[src/rtl/lane_test_patgen.sv]
module lane_test_patgen #(
  parameter int LANES   = 4,
  parameter int SYM_W   = 10,
  parameter int NSYM    = 8,
  parameter int TRAIN_N = 4
) (
  input  logic                     clk,
  input  logic                     rst_n,
  input  logic                     bypass_en,
  input  logic                     prbs_en,
  input  logic                     prbs_sel,
  input  logic [LANES-1:0]         lane_dbg_sel,
  input  logic                     sym_wr,
  input  logic [$clog2(NSYM)-1:0]  sym_wr_idx,
  input  logic [SYM_W-1:0]         sym_wr_data,
  input  logic                     cust_load,
  input  logic [NSYM*SYM_W-1:0]    cust_pat,
  input  logic                     train_wr,
  input  logic [$clog2(TRAIN_N)-1:0] train_sel,
  input  logic                     train_done_set,
  input  logic [TRAIN_N*SYM_W-1:0] train_codes,
  input  logic [LANES*SYM_W-1:0]   norm_data,
  output logic [LANES*SYM_W-1:0]   lane_sym,
  output logic                     train_done
);
  localparam int IDX_W  = $clog2(NSYM);
  localparam int TSEL_W = $clog2(TRAIN_N);
  localparam int P7_N   = 7;
  localparam int P23_N  = 23;

  logic [NSYM-1:0][SYM_W-1:0]    stg_q, stg_d, act_q;
  logic [NSYM-1:0][SYM_W-1:0]    cust_v;
  logic [TRAIN_N-1:0][SYM_W-1:0] tcodes;
  logic [IDX_W-1:0]  idx_q;
  logic [TSEL_W-1:0] tidx_q;
  logic              done_q;
  logic [P7_N-1:0]   p7_q, p7_d;
  logic [P23_N-1:0]  p23_q, p23_d;
  logic [SYM_W-1:0]  p7_w, p23_w, prbs_w, dbg_w, train_w;
  logic              wrap;

  assign cust_v = cust_pat;
  assign tcodes = train_codes;
  assign wrap   = idx_q == IDX_W'(NSYM - 1);

  always_comb begin
    for (int i = 0; i < NSYM; i++) begin
      if (cust_load)
        stg_d[i] = cust_v[i];
      else if (sym_wr && sym_wr_idx == IDX_W'(i))
        stg_d[i] = sym_wr_data;
      else
        stg_d[i] = stg_q[i];
    end
  end

  always_comb begin
    p7_d  = p7_q;
    p23_d = p23_q;
    for (int b = 0; b < SYM_W; b++) begin
      p7_w[b]  = p7_d[6] ^ p7_d[5];
      p7_d     = {p7_d[P7_N-2:0], p7_w[b]};
      p23_w[b] = p23_d[22] ^ p23_d[17];
      p23_d    = {p23_d[P23_N-2:0], p23_w[b]};
    end
  end

  always_ff @(posedge clk) begin
    if (!rst_n) begin
      stg_q  <= '0;
      act_q  <= '0;
      idx_q  <= '0;
      tidx_q <= '0;
      done_q <= 1'b0;
      p7_q   <= '1;
      p23_q  <= '1;
    end else begin
      stg_q <= stg_d;
      if (!bypass_en || wrap) act_q <= stg_d;
      idx_q <= (bypass_en && !wrap) ? idx_q + IDX_W'(1) : '0;
      if (prbs_en) begin
        p7_q  <= p7_d;
        p23_q <= p23_d;
      end else begin
        p7_q  <= '1;
        p23_q <= '1;
      end
      if (train_wr) begin
        tidx_q <= train_sel;
        done_q <= 1'b0;
      end else if (train_done_set) begin
        done_q <= 1'b1;
      end
    end
  end

  assign dbg_w      = act_q[idx_q];
  assign prbs_w     = !prbs_en ? '0 : (prbs_sel ? p23_w : p7_w);
  assign train_w    = tcodes[tidx_q];
  assign train_done = done_q;

  for (genvar l = 0; l < LANES; l++) begin : g_lane
    assign lane_sym[l*SYM_W +: SYM_W] =
      bypass_en ? (lane_dbg_sel[l] ? dbg_w : prbs_w)
                : (done_q ? norm_data[l*SYM_W +: SYM_W] : train_w);
  end

  p_start_r4: assert property (@(posedge clk) disable iff (!rst_n)
    $rose(bypass_en) |-> idx_q == '0);

  p_step_r4: assert property (@(posedge clk) disable iff (!rst_n)
    (bypass_en && $past(bypass_en) && !$past(wrap)) |-> idx_q == $past(idx_q) + IDX_W'(1));

  p_hold_r6: assert property (@(posedge clk) disable iff (!rst_n)
    $past(bypass_en && !wrap) |-> $stable(act_q));

  p_clear_r3: assert property (@(posedge clk) disable iff (!rst_n)
    train_wr |=> !train_done);

  p_pass_r2: assert property (@(posedge clk) disable iff (!rst_n)
    (!bypass_en && train_done) |-> lane_sym == norm_data);

  p_quiet_r9: assert property (@(posedge clk) disable iff (!rst_n)
    (bypass_en && !prbs_en && !lane_dbg_sel[0]) |-> lane_sym[SYM_W-1:0] == '0);
endmodule

[config.mk]
export PLATFORM = sky130hd
export DESIGN_NAME = lane_test_patgen
export DESIGN_NICKNAME = d
export VERILOG_FILES = /design/src/rtl/lane_test_patgen.sv
export SDC_FILE = /design/constraint.sdc
export NUM_CORES = 1
export LEC_CHECK = 0
export BUFFER_PORTS_ARGS = -buffer_cell sky130_fd_sc_hd__buf_2
export CORE_ASPECT_RATIO = 0.7
export CORE_MARGIN = 2
export CORE_UTILIZATION = 55
export CTS_BUF_LIST = sky130_fd_sc_hd__clkbuf_4
export CTS_CLUSTER_DIAMETER = 150
export DETAILED_ROUTE_END_ITERATION = 8
export PLACE_DENSITY_LB_ADDON = 0.3
export SKIP_LAST_GASP = 1
export SLEW_MARGIN = 0
export SYNTH_ARGS = -nofsm -noshare
export SYNTH_HDL_FRONTEND = slang
export SYNTH_SLANG_ARGS = --single-unit
[constraint.sdc]
create_clock -name clk -period 2.3 [get_ports clk]
set_clock_uncertainty 0.1 [all_clocks]
set_input_delay 0.345 -clock clk [delete_from_list [all_inputs] [get_ports clk]]
set_output_delay 0.345 -clock clk [all_outputs]
set_load 0.03 [all_outputs]
Word level (Yosys, flattened, before mapping)

Index checks and enable logic that the tools add are counted.

Bits in registers: 196
Input port bits: 188
Output and inout bits: 41
Word-level logic and storage cells: 103

Add/sub/neg operators: 1
Magnitude comparators: 2
Eq/ne operators: 8
Multiplexer cells: 34
Bitwise logic cells: 21
Reductions and logical operators: 16

Operators by type and width:

| operator                                                    | number |
|---|---|
| two-way mux 10 bit                                          | 32 |
| binary-select mux 10 bit (select 3 bit)                     | 1 |
| binary-select mux 10 bit (select 2 bit)                     | 1 |
| bitwise XOR 1 bit                                           | 20 |
| == test 3 bit (second input constant)                       | 5 |
| logical AND 1 bit                                           | 9 |
| == test 3 x 2 -> 1 bit (second input constant)              | 2 |
| less-than comparator 3 x 4 -> 1 bit (second input constant) | 1 |
| AND reduction 2 bit                                         | 2 |
| adder 3 x 1 -> 3 bit (second input constant)                | 1 |
| == test 3 x 1 -> 1 bit (second input constant)              | 1 |
| logical NOT 3 bit                                           | 1 |
| less-than comparator 2 x 3 -> 1 bit (second input constant) | 1 |
| logical NOT 1 bit                                           | 2 |
| OR reduction 2 bit                                          | 1 |
| logical OR 1 bit                                            | 1 |
| NOT 1 bit                                                   | 1 |

Depth between registers and ports, before layout

Gate-level depths: netlist (run 1).

Depth in word-level cells: 6
Depth in mapped cells: 7
Mapped depth without buffers: 5

Worst setup path after synthesis (run 1)

Ideal clock, no wire load.

Kind: reg2out
From: reg done_q, in the netlist train_done
To: out lane_sym[16]
Arrival time: 1.878 ns
Required time: 1.855 ns
Path slack: -0.023 ns
Stages on the path, launching flop included: 5
Buffers on the path: 2
Cell sequence: dfxtp_1 -> clkbuf_1 -> clkbuf_1 -> a21boi_0 -> a221oi_1

Word-level cells in the longest chain between the ends: 2

RTL lines:

| item                   | line | text |
|---|---|---|
| start, declared        | 36   | `logic done_q;` |
| start signal, assigned | 74   | `done_q <= 1'b0;` |
| start signal, assigned | 90   | `done_q <= 1'b0;` |
| start signal, assigned | 92   | `done_q <= 1'b1;` |
| two-way mux 10 bit     | 105  | `: (done_q ? norm_data[l*SYM_W +: SYM_W] : train_w);` |
| two-way mux 10 bit     | 104  | `bypass_en ? (lane_dbg_sel[l] ? dbg_w : prbs_w)` |
| end, declared          | 23   | `output logic [LANES*SYM_W-1:0] lane_sym,` |

Every way passes these cells.

Worst setup path after layout (run 1)

From: reg tidx_q[0]
To: out lane_sym[32]

Word-level cells in the longest chain between the ends: 4

RTL lines:

| item                                     | line | text |
|---|---|---|
| start, declared                          | 35   | `logic [TSEL_W-1:0] tidx_q;` |
| start signal, assigned                   | 89   | `tidx_q <= train_sel;` |
| binary-select mux 10 bit (select 2 bit)  | 99   | `assign train_w = tcodes[tidx_q];` |
| two-way mux 10 bit (implied by the code) | 99   |  |
| two-way mux 10 bit                       | 105  |  |
| two-way mux 10 bit                       | 104  |  |

Every way passes these cells. The select of a mux whose other input is x is not followed.

==> flow_summary.ini, run 1 <==
[floorplan]
die_area_um2 = 17800
rows = 39
design.portCount = 229
floorplan.die.height_um = 112
die_width_um = 158
initial_utilization_pct = 56.2
floorplan.core_area_um2 = 16300

[routing]
drt-total-wl_mm = 31.4
route.antenna.remaining_nets = 0
firstDrtPassIters = 5
vias_per_cell = 6.05
drt_first_iter_violations = 963
average_detailed_routed_wire_length_per_instance_um = 22.6
remaining_drc_errors = 0
vias = 8422

[worst_setup_path]
reg_to_reg_slack_setup_ns = 0.35
end_of_the_worst_register_to_register_path = act_q[5]
critPathArrivalTime_ns = 2.37
endpoint_required_time_on_the_critical_path_ns = 1.86
worst_setup_path_type = flop to primary output
setup.worst_path.end_class = primary output
timing.critical_path.from_type = flop
worst-r2r-cell-count = 7
worstReg2RegStart = idx_q[1]
critPathMaxFanout = 5

[outcome]
run_status = finished, violations left
failed_checks = setup timing

[sta]
setup_ws_ns = -0.511
timing.fmax_mhz = 356
worst_hold_slack_ns = 0.00790
grt_setup_unrepaired = true
tightest_slew_ns = 1.19
period_needed_ns = 2.81
final-max-slew-violation-count = 0
setup_viol = 40
final-hold-violation-count = 0
period_share_pct = 122
timing.slew.headroom_pct = 20.3

[global_route]
grt_max_degree = 63
grt_pass1_vias = 7549
grt_util_all_layers_pct = 34.3
grt_first_pass_wirelength_mm = 45.0
global_route_overflow = 0
grt_antenna_before_repair = 1

[power]
cell_leakage_power_uw = 0.00514
pwr-share-seq_pct = 50.6
vdd_ir_drop_max_mv = 0.357
netsw_uw = 2370
cell_internal_pwr_uw = 4950
power.density_nw_per_um2 = 612
sw_frac_of_total_pct = 32.4
power.share.clock_pct = 26.0
power.combinational.fraction_pct = 23.4

[synthesis]
synthCells = 919
synth.lib_cells_used.distinct = 38
synth_nets = 1109
ys_ff_latch = 196
fraction_of_the_yosys_area_taken_by_sequential_cells_pct = 42.7
ys_warn_count = 0
synth_area_um2 = 9180
synth_area_per_cell_um2 = 9.99

[hold_path]
timing.hold.worst_path_depth = 4
worst_hold_path_type = input pin to flop
hold_path_end = stg_q[23]
hp-start = cust_pat[23]

[clock_tree]
htreeDepth = 4
clockBufferDepth = 2
tritoncts = built
clkLatencyLatePin_ns = 0.60
clk_pin_slew_ns = 0.17
cts_made_buffers = 17
ctsRootBufferMaster = sky130_fd_sc_hd__clkbuf_4
clock_sink_count = 196

[placed_design]
placedInstanceArea_um2 = 10900
placement.io_buffers = 228
place.gp.congestion = 1.00
detailedPlacementHpwl_mm = 22.1

[run]
max_cap_violations = 0

[final_layout]
fin_area_um2 = 12000
layout-drive-gt1-share_pct = 37.8
design.final.nets = 1343
flow.area_growth_from_synthesis_pct = 30.3
-- routing by layer --
metal	wire length (µm)	track usage, %	share of wire (%)
met2	13600	48.5	43
met3	3100	7.34	9.9
met5	0	0	0
met1	14200	53.9	45
met4	564	7.21	1.8
-- stage by stage --
stage          TNS (ns)  total power (µW)  worst slack (ns)  std cells  util [%]
3_3_place_gp   -0.00119              5230          -0.00119       1330      66.6
5_1_grt          -21.48              7570            -0.585       1391      73.1
2_1_floorplan   -0.0698              4670           -0.0233        919         -
4_1_cts          -18.48              7210            -0.496       1385      71.3
6_report         -18.64              7320            -0.511       1393      73.2
3_5_place_dp   -0.00344              5250          -0.00344       1330      66.6
-- repair_timing --
item                       4_1_cts  5_1_grt
setup endpoints to repair       40       72
hold buffers                    20        0
resized for setup               78       51
gates cloned                     1        1
setup buffers                    2        5
hold endpoints to repair        30        0
pin swaps                        6        8
-- cells in the mapped netlist --
| library cell | n | area [µm²] |
|---|---|---|
| sky130_fd_sc_hd__a21boi_0 | 4 | 30.0 |
| sky130_fd_sc_hd__a21o_1 | 9 | 67.6 |
| sky130_fd_sc_hd__a21oi_1 | 37 | 185 |
| sky130_fd_sc_hd__a221oi_1 | 39 | 342 |
| sky130_fd_sc_hd__a222oi_1 | 1 | 10.0 |
| sky130_fd_sc_hd__a22o_1 | 80 | 701 |
| sky130_fd_sc_hd__and2_1 | 87 | 544 |
| sky130_fd_sc_hd__and3_1 | 1 | 6.26 |
| sky130_fd_sc_hd__and4bb_1 | 1 | 12.5 |
| sky130_fd_sc_hd__and4bb_2 | 2 | 25.0 |
| sky130_fd_sc_hd__buf_1 | 8 | 30.0 |
| sky130_fd_sc_hd__buf_2 | 8 | 40.0 |
| sky130_fd_sc_hd__buf_4 | 6 | 45.0 |
| sky130_fd_sc_hd__buf_6 | 4 | 45.0 |
| sky130_fd_sc_hd__clkbuf_1 | 64 | 240 |
| sky130_fd_sc_hd__clkinv_1 | 1 | 3.75 |
| sky130_fd_sc_hd__dfxtp_1 | 196 | 3920 |
| sky130_fd_sc_hd__ha_1 | 2 | 25.0 |
| sky130_fd_sc_hd__inv_1 | 1 | 3.75 |
| sky130_fd_sc_hd__inv_2 | 1 | 3.75 |
| sky130_fd_sc_hd__mux2_2 | 1 | 11.3 |
| sky130_fd_sc_hd__mux2i_1 | 92 | 921 |
| sky130_fd_sc_hd__mux4_1 | 7 | 184 |
| sky130_fd_sc_hd__mux4_2 | 23 | 518 |
| sky130_fd_sc_hd__nand2_1 | 102 | 383 |
| sky130_fd_sc_hd__nand2b_1 | 19 | 119 |
| sky130_fd_sc_hd__nand4_1 | 1 | 6.26 |
| sky130_fd_sc_hd__nand4b_1 | 3 | 26.3 |
| sky130_fd_sc_hd__nor2_1 | 1 | 3.75 |
| sky130_fd_sc_hd__nor2b_1 | 7 | 43.8 |
| sky130_fd_sc_hd__nor3b_1 | 1 | 7.51 |
| sky130_fd_sc_hd__nor4b_2 | 1 | 15.0 |
| sky130_fd_sc_hd__o211ai_1 | 9 | 67.6 |
| sky130_fd_sc_hd__o21ai_0 | 77 | 385 |
| sky130_fd_sc_hd__o21ai_1 | 3 | 15.0 |
| sky130_fd_sc_hd__xnor2_1 | 10 | 87.6 |
| sky130_fd_sc_hd__xnor3_1 | 1 | 22.5 |
| sky130_fd_sc_hd__xor2_1 | 9 | 78.8 |
-- sequential cells by signal, summed over array words and instances (netlist names) --
register	count
act_q	80
tidx_q	2
stg_q	80
p7_q	7
idx_q	3
train_done	1
p23_q	23
-- cells in the final DEF (no fill, tap or decap), types with 3 or more instances in the layout --
cell type,Yosys,routed
sky130_fd_sc_hd__nand2b_1,19,19
sky130_fd_sc_hd__mux2i_1,92,91
sky130_fd_sc_hd__a22o_1,80,80
sky130_fd_sc_hd__a21oi_2,0,29
sky130_fd_sc_hd__dfxtp_1,196,190
sky130_fd_sc_hd__mux4_1,7,6
sky130_fd_sc_hd__a21o_4,0,7
sky130_fd_sc_hd__buf_12,0,10
sky130_fd_sc_hd__and2_1,87,87
sky130_fd_sc_hd__a221oi_2,0,39
sky130_fd_sc_hd__buf_4,6,81
sky130_fd_sc_hd__nor2b_1,7,7
sky130_fd_sc_hd__nand4b_1,3,3
sky130_fd_sc_hd__dfxtp_4,0,4
sky130_fd_sc_hd__xor2_1,9,9
sky130_fd_sc_hd__a21boi_2,0,3
sky130_fd_sc_hd__o21ai_0,77,77
sky130_fd_sc_hd__inv_6,0,5
sky130_fd_sc_hd__clkbuf_4,0,18
sky130_fd_sc_hd__a21oi_4,0,6
sky130_fd_sc_hd__o21ai_1,3,3
sky130_fd_sc_hd__inv_8,0,3
sky130_fd_sc_hd__buf_2,8,187
sky130_fd_sc_hd__buf_6,4,4
sky130_fd_sc_hd__mux4_2,23,24
sky130_fd_sc_hd__dlygate4sd3_1,0,20
sky130_fd_sc_hd__nand2_1,102,101
sky130_fd_sc_hd__o211ai_1,9,9
sky130_fd_sc_hd__xnor2_1,10,10
-- cell type report --
cell class / instances / area [µm²]
diodes: 2 / 5.00
clock buffers: 18 / 135
clock inverters: 14 / 163
fillers: 1210 / 4390
inverters: 3 / 17.5
multi-input cells: 630 / 5360
flip-flops and latches: 196 / 3940
well taps: 225 / 282
repair buffers: 305 / 2060
-- worst max path at each step --
stage | startpoint | to | slack [ns] | depth (start not counted)
after floorplan | train_done | lane_sym[16] | -0.02 | 4
after CTS | tidx_q[0] | lane_sym[39] | -0.50 | 6
final | tidx_q[0] | lane_sym[32] | -0.51 | 6
after detailed placement | bypass_en | lane_sym[35] | -0.003 | 5
after global routing | tidx_q[0] | lane_sym[29] | -0.59 | 6
after global placement | idx_q[2] | lane_sym[37] | -0.001 | 6
-- logic make-up (layout without fill, tap and decap cells) --
| logic type | count (synthesis) | after routing | synth area share [%] |
|---|---|---|---|
| muxes | 123 | 123 | 17.8 |
| xor gates and xnor gates | 20 | 20 | 2.06 |
| DFF | 196 | 196 | 42.7 |
| adders and majority gates | 2 | 2 | 0.273 |
| buffers and inverters | 93 | 340 | 4.48 |
| and+or+nand+nor | 226 | 226 | 13.0 |
| AOI/OAI and AO/OA | 259 | 259 | 19.6 |
| other | 0 | 2 | 0 |
-- power groups by stage --
stage / combinational (µW) / sequential (µW) / clock (µW)
4_1_cts: 1600 / 3690 / 1910
5_1_grt: 1810 / 3710 / 2040
3_5_place_dp: 1480 / 3770 / 0
3_3_place_gp: 1460 / 3760 / 0
2_1_floorplan: 956 / 3710 / 0
6_report: 1710 / 3700 / 1900
-- critical path, stage by stage, from the launching register on --
cell and delay [ns]:
sky130_fd_sc_hd__dfxtp_4 0.43, sky130_fd_sc_hd__buf_12 0.13, sky130_fd_sc_hd__mux4_2 0.52, sky130_fd_sc_hd__a21o_4 0.25, sky130_fd_sc_hd__a21oi_2 0.12, sky130_fd_sc_hd__a221oi_2 0.07, sky130_fd_sc_hd__buf_4 0.24
Note: power is estimated with default switching activity, not from simulation.
==> run 2, diff against run 1 <==
Settings changed: CORE_ASPECT_RATIO 0.7 to 1.2, GPL_ROUTABILITY_DRIVEN set to 0.
==> flow_summary.ini, run 2 (synthesis results as in run 1) <==
[clock_tree]
clk_pin_slew_ns = 0.16
clock_sink_count = 196
tritoncts = built
ctsRootBufferMaster = sky130_fd_sc_hd__clkbuf_4
clkLatencyLatePin_ns = 0.58
clockBufferDepth = 2
cts_made_buffers = 17
htreeDepth = 4

[power]
vdd_ir_drop_max_mv = 0.487
cell_internal_pwr_uw = 4900
sw_frac_of_total_pct = 32.2
power.combinational.fraction_pct = 23.8
power.share.clock_pct = 25.1
netsw_uw = 2320
cell_leakage_power_uw = 0.00505
power.density_nw_per_um2 = 611
pwr-share-seq_pct = 51.1

[sta]
worst_hold_slack_ns = 0.0264
timing.fmax_mhz = 347
period_share_pct = 125
period_needed_ns = 2.88
grt_setup_unrepaired = true
final-hold-violation-count = 0
timing.slew.headroom_pct = 7.42
setup_ws_ns = -0.580
tightest_slew_ns = 1.39
setup_viol = 40
final-max-slew-violation-count = 0

[placed_design]
placedInstanceArea_um2 = 10800
detailedPlace.worstSlack_ns = -0.0617
detailedPlacementHpwl_mm = 21.2
placement.io_buffers = 228

[floorplan]
rows = 51
floorplan.core_area_um2 = 16300
initial_utilization_pct = 56.4
die_area_um2 = 17700
die_width_um = 122
floorplan.die.height_um = 146
design.portCount = 229

[worst_setup_path]
worstReg2RegStart = idx_q[1]
endpoint_required_time_on_the_critical_path_ns = 1.86
setup.worst_path.end_class = primary output
crit_path_from = tidx_q[0]
end_of_the_worst_register_to_register_path = act_q[71]
worst-r2r-cell-count = 7
critPathMaxFanout = 4
timing.critical_path.from_type = flop
worst_setup_path_type = flop to primary output
reg_to_reg_slack_setup_ns = 0.13
crit_end = lane_sym[21]
critPathArrivalTime_ns = 2.44

[final_layout]
flow.area_growth_from_synthesis_pct = 28.7
biggestRegsByFlops = act_q: 80 flops, stg_q: 80 flops, p23_q: 23 flops
fin_area_um2 = 11800
commonest_non_fill_non_tap_cell_in_the_layout = sky130_fd_sc_hd__dfxtp_1
design.final.nets = 1333
most_frequent_cells_in_the_layout = 192 x sky130_fd_sc_hd__dfxtp_1, 187 x sky130_fd_sc_hd__buf_2, 101 x sky130_fd_sc_hd__nand2_1
fillers = 1176
layout-drive-gt1-share_pct = 37.0

[routing]
vias_per_cell = 6.10
vias = 8354
average_detailed_routed_wire_length_per_instance_um = 22.6
route.antenna.remaining_nets = 0
firstDrtPassIters = 8
drt-total-wl_mm = 30.9
drt_first_iter_violations = 735
remaining_drc_errors = 0

[outcome]
failed_checks = setup timing
run_status = finished, violations left

[run]
max_cap_violations = 0

[global_route]
grt_antenna_before_repair = 1
grt_max_degree = 56
global_route_overflow = 0
grt_util_all_layers_pct = 33.4
grt_first_pass_wirelength_mm = 45.2
grt_pass1_vias = 8148

[hold_path]
worst_hold_path_type = input pin to flop
[run 2: worst min path at each step]
stage	startpoint	to	slack, ns	cells past startpoint
detailed placement	p23_q[0]	p23_q[10]	0.30	1
floorplan	p23_q[0]	p23_q[10]	0.29	1
global placement	p23_q[3]	p23_q[13]	0.29	1
finish	cust_pat[15]	stg_q[15]	0.03	4
global route	cust_pat[68]	act_q[68]	0.009	4
CTS	cust_pat[45]	act_q[45]	0.0004	4
[run 2: per-stage QoR]
step | setup TNS, ns | power, µW | util, % | std cells
floorplan | -0.0698 | 4670 | - | 919
global placement | -0.000541 | 5200 | 66.5 | 1315
detailed placement | -0.111 | 5230 | 66.5 | 1315
CTS | -19.36 | 7090 | 71.4 | 1366
global route | -23.14 | 7470 | 72.6 | 1369
finish | -19.68 | 7220 | 72.6 | 1369
[run 2: power by group through the flow]
stage | clock network [µW] | logic (µW) | registers, µW
after floorplan | 0 | 956 | 3710
after global placement | 0 | 1440 | 3750
after detailed placement | 0 | 1470 | 3760
after CTS | 1800 | 1610 | 3690
after global routing | 1950 | 1820 | 3710
final | 1810 | 1720 | 3690
[run 2: area by class of cell]
type / count / area, µm² / area share [%]
inverters: 3 / 16.3 / 0.138
flip-flops and latches: 196 / 3940 / 33.3
clock inverters: 15 / 146 / 1.24
clock buffers: 17 / 128 / 1.08
repair buffers: 294 / 1970 / 16.7
multi-input cells: 631 / 5350 / 45.3
well taps: 212 / 265 / 2.25
diodes: 1 / 2.50 / 0.0212
[run 2: routing by layer]
| layer | GRT usage, % | share of wire, % |
|---|---|---|
| met1 | 37.9 | 36 |
| met2 | 58.5 | 50 |
| met4 | 15.7 | 5.7 |
| met5 | 0 | 0 |
| met3 | 7.72 | 7.7 |
[run 2: what timing repair did]
item                                   4_1_cts  5_1_grt
setup buffers                                7        1
hold buffers                                10        0
setup endpoints to repair                   40       50
resized for setup                           89       37
pin swaps                                   21       13
endpoints found under the hold margin       14        0
cloned                                       2        2
[run 2: critical path: stages, from the launching register on]
cell and delay (ns):
sky130_fd_sc_hd__dfxtp_4 0.41, sky130_fd_sc_hd__buf_6 0.13, sky130_fd_sc_hd__mux4_2 0.50, sky130_fd_sc_hd__a21o_4 0.29, sky130_fd_sc_hd__a21oi_2 0.18, sky130_fd_sc_hd__a221oi_2 0.10
sky130_fd_sc_hd__buf_4 0.24
